==> src/rtl/pcseq_pkg.sv <==
// Package pcseq_pkg
// Shared widths for the next-PC unit. The word-address width and the
// number of preserved upper bits are derived from the byte-address width.
package pcseq_pkg;
    localparam int ADDR_W     = 32;
    localparam int BYTE_SEL_W = 2;
    localparam int IMM_W      = 16;
    localparam int TGT_W      = 26;
    localparam int INSTR_W    = 32;
    localparam int WORD_W     = ADDR_W - BYTE_SEL_W;
    localparam int KEEP_W     = WORD_W - TGT_W;
endpackage

==> src/rtl/pc_word_reg.sv <==
// Module pc_word_reg
// Holds the word-address program counter. Assumes a synchronous,
// active-low reset that loads word address 0.
module pc_word_reg #(
    parameter int WORD_W = pcseq_pkg::WORD_W
) (
    input  logic              clk,
    input  logic              rst_n,
    input  logic [WORD_W-1:0] next_pc,
    output logic [WORD_W-1:0] pc_q
);
    // Register the chosen next word address, or clear it on reset.
    always_ff @(posedge clk) begin
        if (!rst_n) pc_q <= '0;
        else        pc_q <= next_pc;
    end

    // a reset edge leaves the PC at word 0
    assert_reset_zero_R1: assert property (@(posedge clk)
        !rst_n |=> pc_q == '0);
endmodule

==> src/rtl/pc_adders.sv <==
// Module pc_adders
// Produces the sequential word address (PC + 1) and the branch target
// (PC + 1 + sign-extended offset). Offsets are in words, so no shift is
// needed. Assumes WORD_W > IMM_W.
module pc_adders #(
    parameter int WORD_W = pcseq_pkg::WORD_W,
    parameter int IMM_W  = pcseq_pkg::IMM_W
) (
    input  logic [WORD_W-1:0] pc_q,
    input  logic [IMM_W-1:0]  imm,
    output logic [WORD_W-1:0] seq_pc,
    output logic [WORD_W-1:0] br_pc
);
    localparam int EXT_W = WORD_W - IMM_W;

    logic [WORD_W-1:0] imm_ext;

    // Sign-extend the offset and form both candidate addresses.
    always_comb begin
        imm_ext = {{EXT_W{imm[IMM_W-1]}}, imm};
        seq_pc  = pc_q + WORD_W'(1);
        br_pc   = seq_pc + imm_ext;
    end
endmodule

==> src/rtl/pc_next_sel.sv <==
// Module pc_next_sel
// Two-level choice of the next word address: the branch multiplexer first,
// then the jump multiplexer, which has the last word. A jump keeps the
// upper bits of the current PC above the target field.
module pc_next_sel #(
    parameter int WORD_W = pcseq_pkg::WORD_W,
    parameter int TGT_W  = pcseq_pkg::TGT_W
) (
    input  logic [WORD_W-1:0] pc_q,
    input  logic [WORD_W-1:0] seq_pc,
    input  logic [WORD_W-1:0] br_pc,
    input  logic [TGT_W-1:0]  target,
    input  logic              branch_en,
    input  logic              alu_zero,
    input  logic              jump_en,
    output logic [WORD_W-1:0] next_pc
);
    logic [WORD_W-1:0] after_br;

    // Branch mux: taken only when branch and zero are both set.
    always_comb begin
        after_br = (branch_en && alu_zero) ? br_pc : seq_pc;
    end

    // Jump mux: splice the preserved PC bits onto the target.
    always_comb begin
        next_pc = jump_en ? {pc_q[WORD_W-1:TGT_W], target} : after_br;
    end
endmodule

==> src/rtl/pc_sequencer.sv <==
// Module pc_sequencer
// Top of the next-PC unit: a word-address PC register, the sequential and
// branch adders, and the branch/jump selection. The byte address is the
// word address followed by zero bits. Assumes the controls are valid for
// the instruction currently presented on instr.
module pc_sequencer
    import pcseq_pkg::*;
(
    input  logic               clk,
    input  logic               rst_n,
    input  logic [INSTR_W-1:0] instr,
    input  logic               branch_en,
    input  logic               jump_en,
    input  logic               alu_zero,
    output logic [ADDR_W-1:0]  imem_addr
);
    logic [WORD_W-1:0] pc_q;
    logic [WORD_W-1:0] seq_pc;
    logic [WORD_W-1:0] br_pc;
    logic [WORD_W-1:0] next_pc;
    logic [IMM_W-1:0]  imm;
    logic [TGT_W-1:0]  target;

    // Pick the offset and target fields out of the instruction.
    always_comb begin
        imm    = instr[IMM_W-1:0];
        target = instr[TGT_W-1:0];
    end

    pc_adders #(.WORD_W(WORD_W), .IMM_W(IMM_W)) adders_i (
        .pc_q   (pc_q),
        .imm    (imm),
        .seq_pc (seq_pc),
        .br_pc  (br_pc)
    );

    pc_next_sel #(.WORD_W(WORD_W), .TGT_W(TGT_W)) sel_i (
        .pc_q      (pc_q),
        .seq_pc    (seq_pc),
        .br_pc     (br_pc),
        .target    (target),
        .branch_en (branch_en),
        .alu_zero  (alu_zero),
        .jump_en   (jump_en),
        .next_pc   (next_pc)
    );

    pc_word_reg #(.WORD_W(WORD_W)) reg_i (
        .clk     (clk),
        .rst_n   (rst_n),
        .next_pc (next_pc),
        .pc_q    (pc_q)
    );

    // Form the byte address from the word address.
    always_comb begin
        imem_addr = {pc_q, {BYTE_SEL_W{1'b0}}};
    end

    // with no control asserted, the PC steps by one word
    assert_seq_step_R3: assert property (@(posedge clk) disable iff (!rst_n)
        (!branch_en && !jump_en) |=> pc_q == $past(pc_q) + WORD_W'(1));

    // a qualified branch adds the sign-extended offset after the step
    assert_branch_taken_R5: assert property (@(posedge clk) disable iff (!rst_n)
        (branch_en && alu_zero && !jump_en) |=>
        pc_q == $past(pc_q) + WORD_W'(1)
                + {{(WORD_W-IMM_W){$past(instr[IMM_W-1])}}, $past(instr[IMM_W-1:0])});

    // a jump keeps the upper PC bits and loads the target
    assert_jump_splice_R6: assert property (@(posedge clk) disable iff (!rst_n)
        jump_en |=> pc_q[WORD_W-1:TGT_W] == $past(pc_q[WORD_W-1:TGT_W]));

    // a jump wins over a taken branch
    assert_jump_priority_R7: assert property (@(posedge clk) disable iff (!rst_n)
        (jump_en && branch_en && alu_zero) |=>
        pc_q[TGT_W-1:0] == $past(instr[TGT_W-1:0]));
endmodule

==> config.mk <==
export PLATFORM = sky130hd
export DESIGN_NAME = pc_sequencer
export DESIGN_NICKNAME = d
export VERILOG_FILES = /design/src/rtl/pcseq_pkg.sv /design/src/rtl/pc_word_reg.sv /design/src/rtl/pc_adders.sv /design/src/rtl/pc_next_sel.sv /design/src/rtl/pc_sequencer.sv
export SDC_FILE = /design/constraint.sdc
export NUM_CORES = 1
export LEC_CHECK = 0
export ABC_AREA = 1
export BUFFER_PORTS_ARGS = -buffer_cell sky130_fd_sc_hd__clkbuf_2
export CAP_MARGIN = 20
export CORE_AREA = 3 3 105 107
export CTS_BUF_LIST = sky130_fd_sc_hd__clkbuf_4
export DETAILED_ROUTE_END_ITERATION = 8
export DIE_AREA = 0 0 108 110
export GPL_ROUTABILITY_DRIVEN = 0
export HOLD_SLACK_MARGIN = 0.1
export PLACE_DENSITY_LB_ADDON = 0.25
export SLEW_MARGIN = 20
export SYNTH_ARGS = -nofsm -noshare
export SYNTH_HDL_FRONTEND = slang
export SYNTH_SLANG_ARGS = --single-unit
==> constraint.sdc <==
create_clock -name clk -period 3.31 [get_ports clk]
set_input_delay 0.662 -clock clk [delete_from_list [all_inputs] [get_ports clk]]
set_output_delay 0.662 -clock clk [all_outputs]
set_load 0.02 [all_outputs]
## Yosys cells after proc, flatten, opt, wreduce, memory -nomap -nowiden

Index checks and enable logic that the tools add are counted.

| operators by class | value |
|---|---|
| multiplexer cells | 2 |
| add/subtract/negate cells | 2 |
| reductions and logical operators | 1 |

Operators with widths:

| operator | count |
|---|---|
| adder 30 x 1 -> 30 bit (second input constant) | 1 |
| adder 30 bit | 1 |
| two-way mux 30 bit | 1 |
| two-way mux 26 bit | 1 |
| logical AND 1 bit | 1 |

| word-level totals | value |
|---|---|
| bits in registers | 30 |
| bits of input ports | 37 |
| logic and storage cells | 7 |
| output and inout bits | 32 |

## Longest topological paths before layout

| depth | value |
|---|---|
| word-level depth | 4 |
| depth in mapped cells | 22 |
| depth with buffers taken out | 22 |

## Hierarchy

A second synthesis with hierarchy kept.

| second synthesis, totals | value |
|---|---|
| cells, all modules | 866 |
| area total of the unflattened synthesis | 4,678.2 µm² |

Modules (own cells, without submodules):

| module | cells an instance | area an instance (µm²) | instances | seq. area each (µm²) |
|---|---|---|---|---|
| pc_adders | 543 | 2,834.0 | 1 | 0.0 |
| pc_next_sel | 227 | 965.9 | 1 | 0.0 |
| pc_word_reg | 93 | 859.6 | 1 | 600.6 |
| pc_sequencer | 3 | 18.8 | 1 | 0.0 |

## Worst setup path after synthesis

OpenSTA, ideal clock, no wires.

| timing | value |
|---|---|
| kind | flip-flop to flip-flop |
| start point | reg reg_i.pc_q[0] |
| end point | reg reg_i.pc_q[29] |
| cell stages (with the launch flop) | 20 |
| path buffers | 0 |
| path slack | 0.609 ns |
| setup time | 0.119 ns |
| clock period less this slack | 2.701 ns |
| arrival time | 2.581 ns |
| data required time | 3.191 ns |
| cells stage by stage | dfxtp_1 ha_1 nand2_2 nor2_4 nand2_4 nor2_4 nand3_1 xor2_1 ha_1 nand2_1 nor2_1 nand2_1 nand2_1 nand2_1 nand2_1 inv_1 nand2_1 nand3_1 nand3_1 a21oi_1 |

| between the ends | value |
|---|---|
| cells in the longest elaborated chain, start to end | 3 |

RTL lines:

| what | line | RTL |
|---|---|---|
| start, declared | pc_word_reg.sv:10 | `output logic [WORD_W-1:0] pc_q` |
| start signal, assigned | pc_word_reg.sv:15 | `else pc_q <= next_pc;` |
| adder 30 x 1 -> 30 bit (*) | pc_adders.sv:21 | `seq_pc = pc_q + WORD_W'(1);` |
| adder 30 bit | pc_adders.sv:22 | `br_pc = seq_pc + imm_ext;` |
| two-way mux 30 bit (*) | pc_next_sel.sv:22 | `after_br = (branch_en && alu_zero) ? br_pc : seq_pc;` |

Every way passes the cells marked *; elsewhere a longest branch is shown, timed or not.
A chain may end at the register's enable or synchronous reset.

## Worst setup path in the final report

| timing | value |
|---|---|
| start point | reg reg_i.pc_q[1] |
| end point | reg reg_i.pc_q[27] |

The elaborated chain is that of the path after synthesis.

==> out/qor.csv <==
metric;value;unit
status;finished clean;
CTS root buf;clkbuf_4;
CP arrival;3.27;ns
Hold Vio Cnt, Final;0;
Rel. slew slack;64.6;%
# fillers;1104;
Cell Area, Placed;4670;µm²
Starting Density;41.7;%
CTS max path bufs;2;
first-pass GRT wire length;21400;µm
die area;11900;µm²
clk slew on worst S/H paths;0.10;ns
Max Slew Vio Count;0;
Yosys Warn Count;0;
PD cells;276;nW/µm²
post-synthesis instance total;761;
I/O Pins;69;
Worst EP required;3.57;ns
input/output buffers;60;
DR iter-0 viols;437;
share of layout cells above drive strength 1;12.6;%
post-synth cell types;38;
peak supply drop;116;µV
average routed wire per standard cell;14.1;µm
Setup TNS;0;ns
flop-to-flop setup slack;0.31;ns
Worst-Skew Late Latency;0.32;ns
WHS Path Cells;3;
Total Wirelength;13400;µm
post-synthesis sequential area ratio;14.1;%
Leak Pwr;2.57;nW
critical path type;reg -> reg;
R2R depth;18;
post-detail-place hpwl;11300;µm
Post-layout nets;890;
chip height;110;µm
fmax;0.333;GHz
Die W;108;µm
CP Max Fanout;6;
Max Cap Viol;0;
# clock sinks;30;
R2R Path End;reg_i.pc_q[27];
core region area;10200;µm²
syn_area_per_cell;5.60;µm²
top_reg_cell synth;dfxtp_1;
biggest regs;reg_i.pc_q: 30 flops;
Min-Delay Endpoint;reg_i.pc_q[2];
final core utilization;46.6;%
Setup Skew;0.00943;ns
1st-pass router iterations;6;
Via density;5.20;
GRT overflow;0;
FP Rows;37;
worst slew pin tran;0.530;ns
# hold bufs at CTS;0;
max reg flops;30;
vias in the first global route;4489;
antenna cells;0;
CP endpoint kind;flip-flop;
Post-synth EDFFs;0;
post-route ant nets;0;
Final setup viols;0;
startpoint types;flip-flop;
worst hold path class;in -> reg;
Tmin final;3.00;ns
Post-route DRC;0;
vias;4968;
min-delay src;instr[2];
finished layout cell area;4770;µm²
GRT Total Usage;22.8;%
largest net degree at the start of global routing;39;
CTS Buf Count;5;
CTS tree;built;
RSZ-0062 raised after global routing;no;
final period utilization;90.8;%
Synth-to-Final Area Change;12.0;%
initial antenna violation count;0;
htree depth;2;
Async SR Flop Fraction;0;%
Most flops, register;reg_i.pc_q;
RR Startpoint;reg_i.pc_q[1];
Yosys reg bits;30;
Post-Syn Area;4260;µm²
==> area by class of cell <==
class	count	area (µm²)	share of cell area, %
clock buffer	6	45.0	0.944
clock inverter	2	8.76	0.184
inverter	113	424	8.89
multi-input combinational	602	3170	66.4
sequential	30	601	12.6
tap	136	170	3.57
timing repair buffer	66	353	7.39
==> through the flow <==
stage	cells	hold slack (ns)	power, mW	setup WS [ns]
after floorplan	762	0.640	0.910	0.609
after global placement	944	0.591	1.08	0.343
after detailed placement	944	0.600	1.09	0.260
after CTS	952	0.585	1.31	0.229
after global routing	955	0.599	1.42	0.0139
final	955	0.594	1.32	0.305
==> cell families after synthesis <==
logic type / after synthesis / synth area share [%]
adder cells (fa/ha/maj): 35 / 10.5
buffers and inverters: 130 / 11.9
XOR/XNOR: 21 / 4.49
flip-flops: 30 / 14.1
other: 1 / 0.0880
AO/OA/AOI/OAI: 120 / 15.1
AND/OR/NAND/NOR: 424 / 43.8
==> metal layers <==
metal / global-route usage (%) / up-vias / share of wire (%)
met2: 38.0 / 177 / 45
met5: 0 / - / 0
li1: - / 2549 / -
met3: 1.46 / 32 / 5.5
met1: 31.2 / 2210 / 46
met4: 7.84 / 0 / 2.8
==> Yosys cell counts (3+ instances only) <==
library cell	instances	area share (%)
nor2_2	4	0.59
nand2_2	4	0.59
dfxtp_1	30	14
nor3_2	4	0.94
inv_1	112	9.9
nor2_4	6	1.6
o21bai_1	6	1.1
xor2_1	16	3.3
or2_2	6	0.88
a31oi_1	11	1.6
nand4_1	8	1.2
a21oi_1	49	5.8
xnor2_1	4	0.82
buf_4	3	0.53
clkbuf_1	9	0.79
nand3b_1	7	1.2
nand2_1	253	22
o21ai_1	5	0.59
nand3_1	64	7.5
a21o_1	3	0.53
o21ai_0	43	5.0
ha_1	34	10
nor2_1	54	4.8
nor3_1	5	0.59
and2_1	5	0.73
==> worst max path at each step <==
stage	slack [ns]	start	cells after the start	endpoint
after floorplan	0.61	reg_i.pc_q[0]	19	reg_i.pc_q[29]
after global placement	0.34	reg_i.pc_q[1]	15	reg_i.pc_q[21]
after detailed placement	0.26	reg_i.pc_q[1]	18	reg_i.pc_q[27]
after CTS	0.23	reg_i.pc_q[1]	18	reg_i.pc_q[27]
after global routing	0.01	reg_i.pc_q[1]	18	reg_i.pc_q[27]
final	0.31	reg_i.pc_q[1]	18	reg_i.pc_q[27]
==> placed cells by master (no fill, tap or decap), types with 2 or more instances in the layout <==
master	synthesis	final
nor2_4	6	6
nor3_2	4	4
ha_1	34	34
xor2_1	16	14
nand2_2	4	4
or2_2	6	6
a21oi_1	49	49
buf_4	3	5
nor2_1	54	54
nor3_1	5	5
clkbuf_4	0	6
nand2_1	253	253
nand4_1	8	8
nor2_2	4	4
o21bai_1	6	6
dfxtp_1	30	30
o211ai_1	2	2
o21ai_1	5	5
a21o_1	3	3
inv_1	112	112
xnor2_1	4	4
conb_1	1	2
and2_1	5	5
clkbuf_2	0	60
o21ai_0	43	43
nand3_1	64	64
xor2_2	1	3
nand3b_1	7	7
a31oi_1	11	11
==> critical path: stages, from the launching register on <==
cell and delay, ns:
dfxtp_1 0.38, ha_1 0.21, nand2_2 0.08, nor2_4 0.19
nand2_4 0.10, nor2_4 0.20, nand3_1 0.15, xor2_2 0.19
ha_1 0.37, nand2_1 0.10, nand2_1 0.07, o21bai_1 0.17
inv_1 0.06, nand2_1 0.07, a21oi_1 0.20, nand2_1 0.08
nand2_1 0.06, nand3_1 0.12, a21oi_1 0.16
==> power by group <==
part,leakage (nW),total (mW),internal [mW],switching [mW]
Combinational,2.29,0.676,0.231,0.445
Sequential,0.250,0.427,0.391,0.0361
Clock,0.0331,0.215,0.0879,0.127
==> repair_timing <==
item,4_1_cts,5_1_grt
endpoints found under the setup margin,0,1
buffers inserted,0,2
gates resized for setup,0,2
Note: power is estimated with default switching activity, not from simulation.
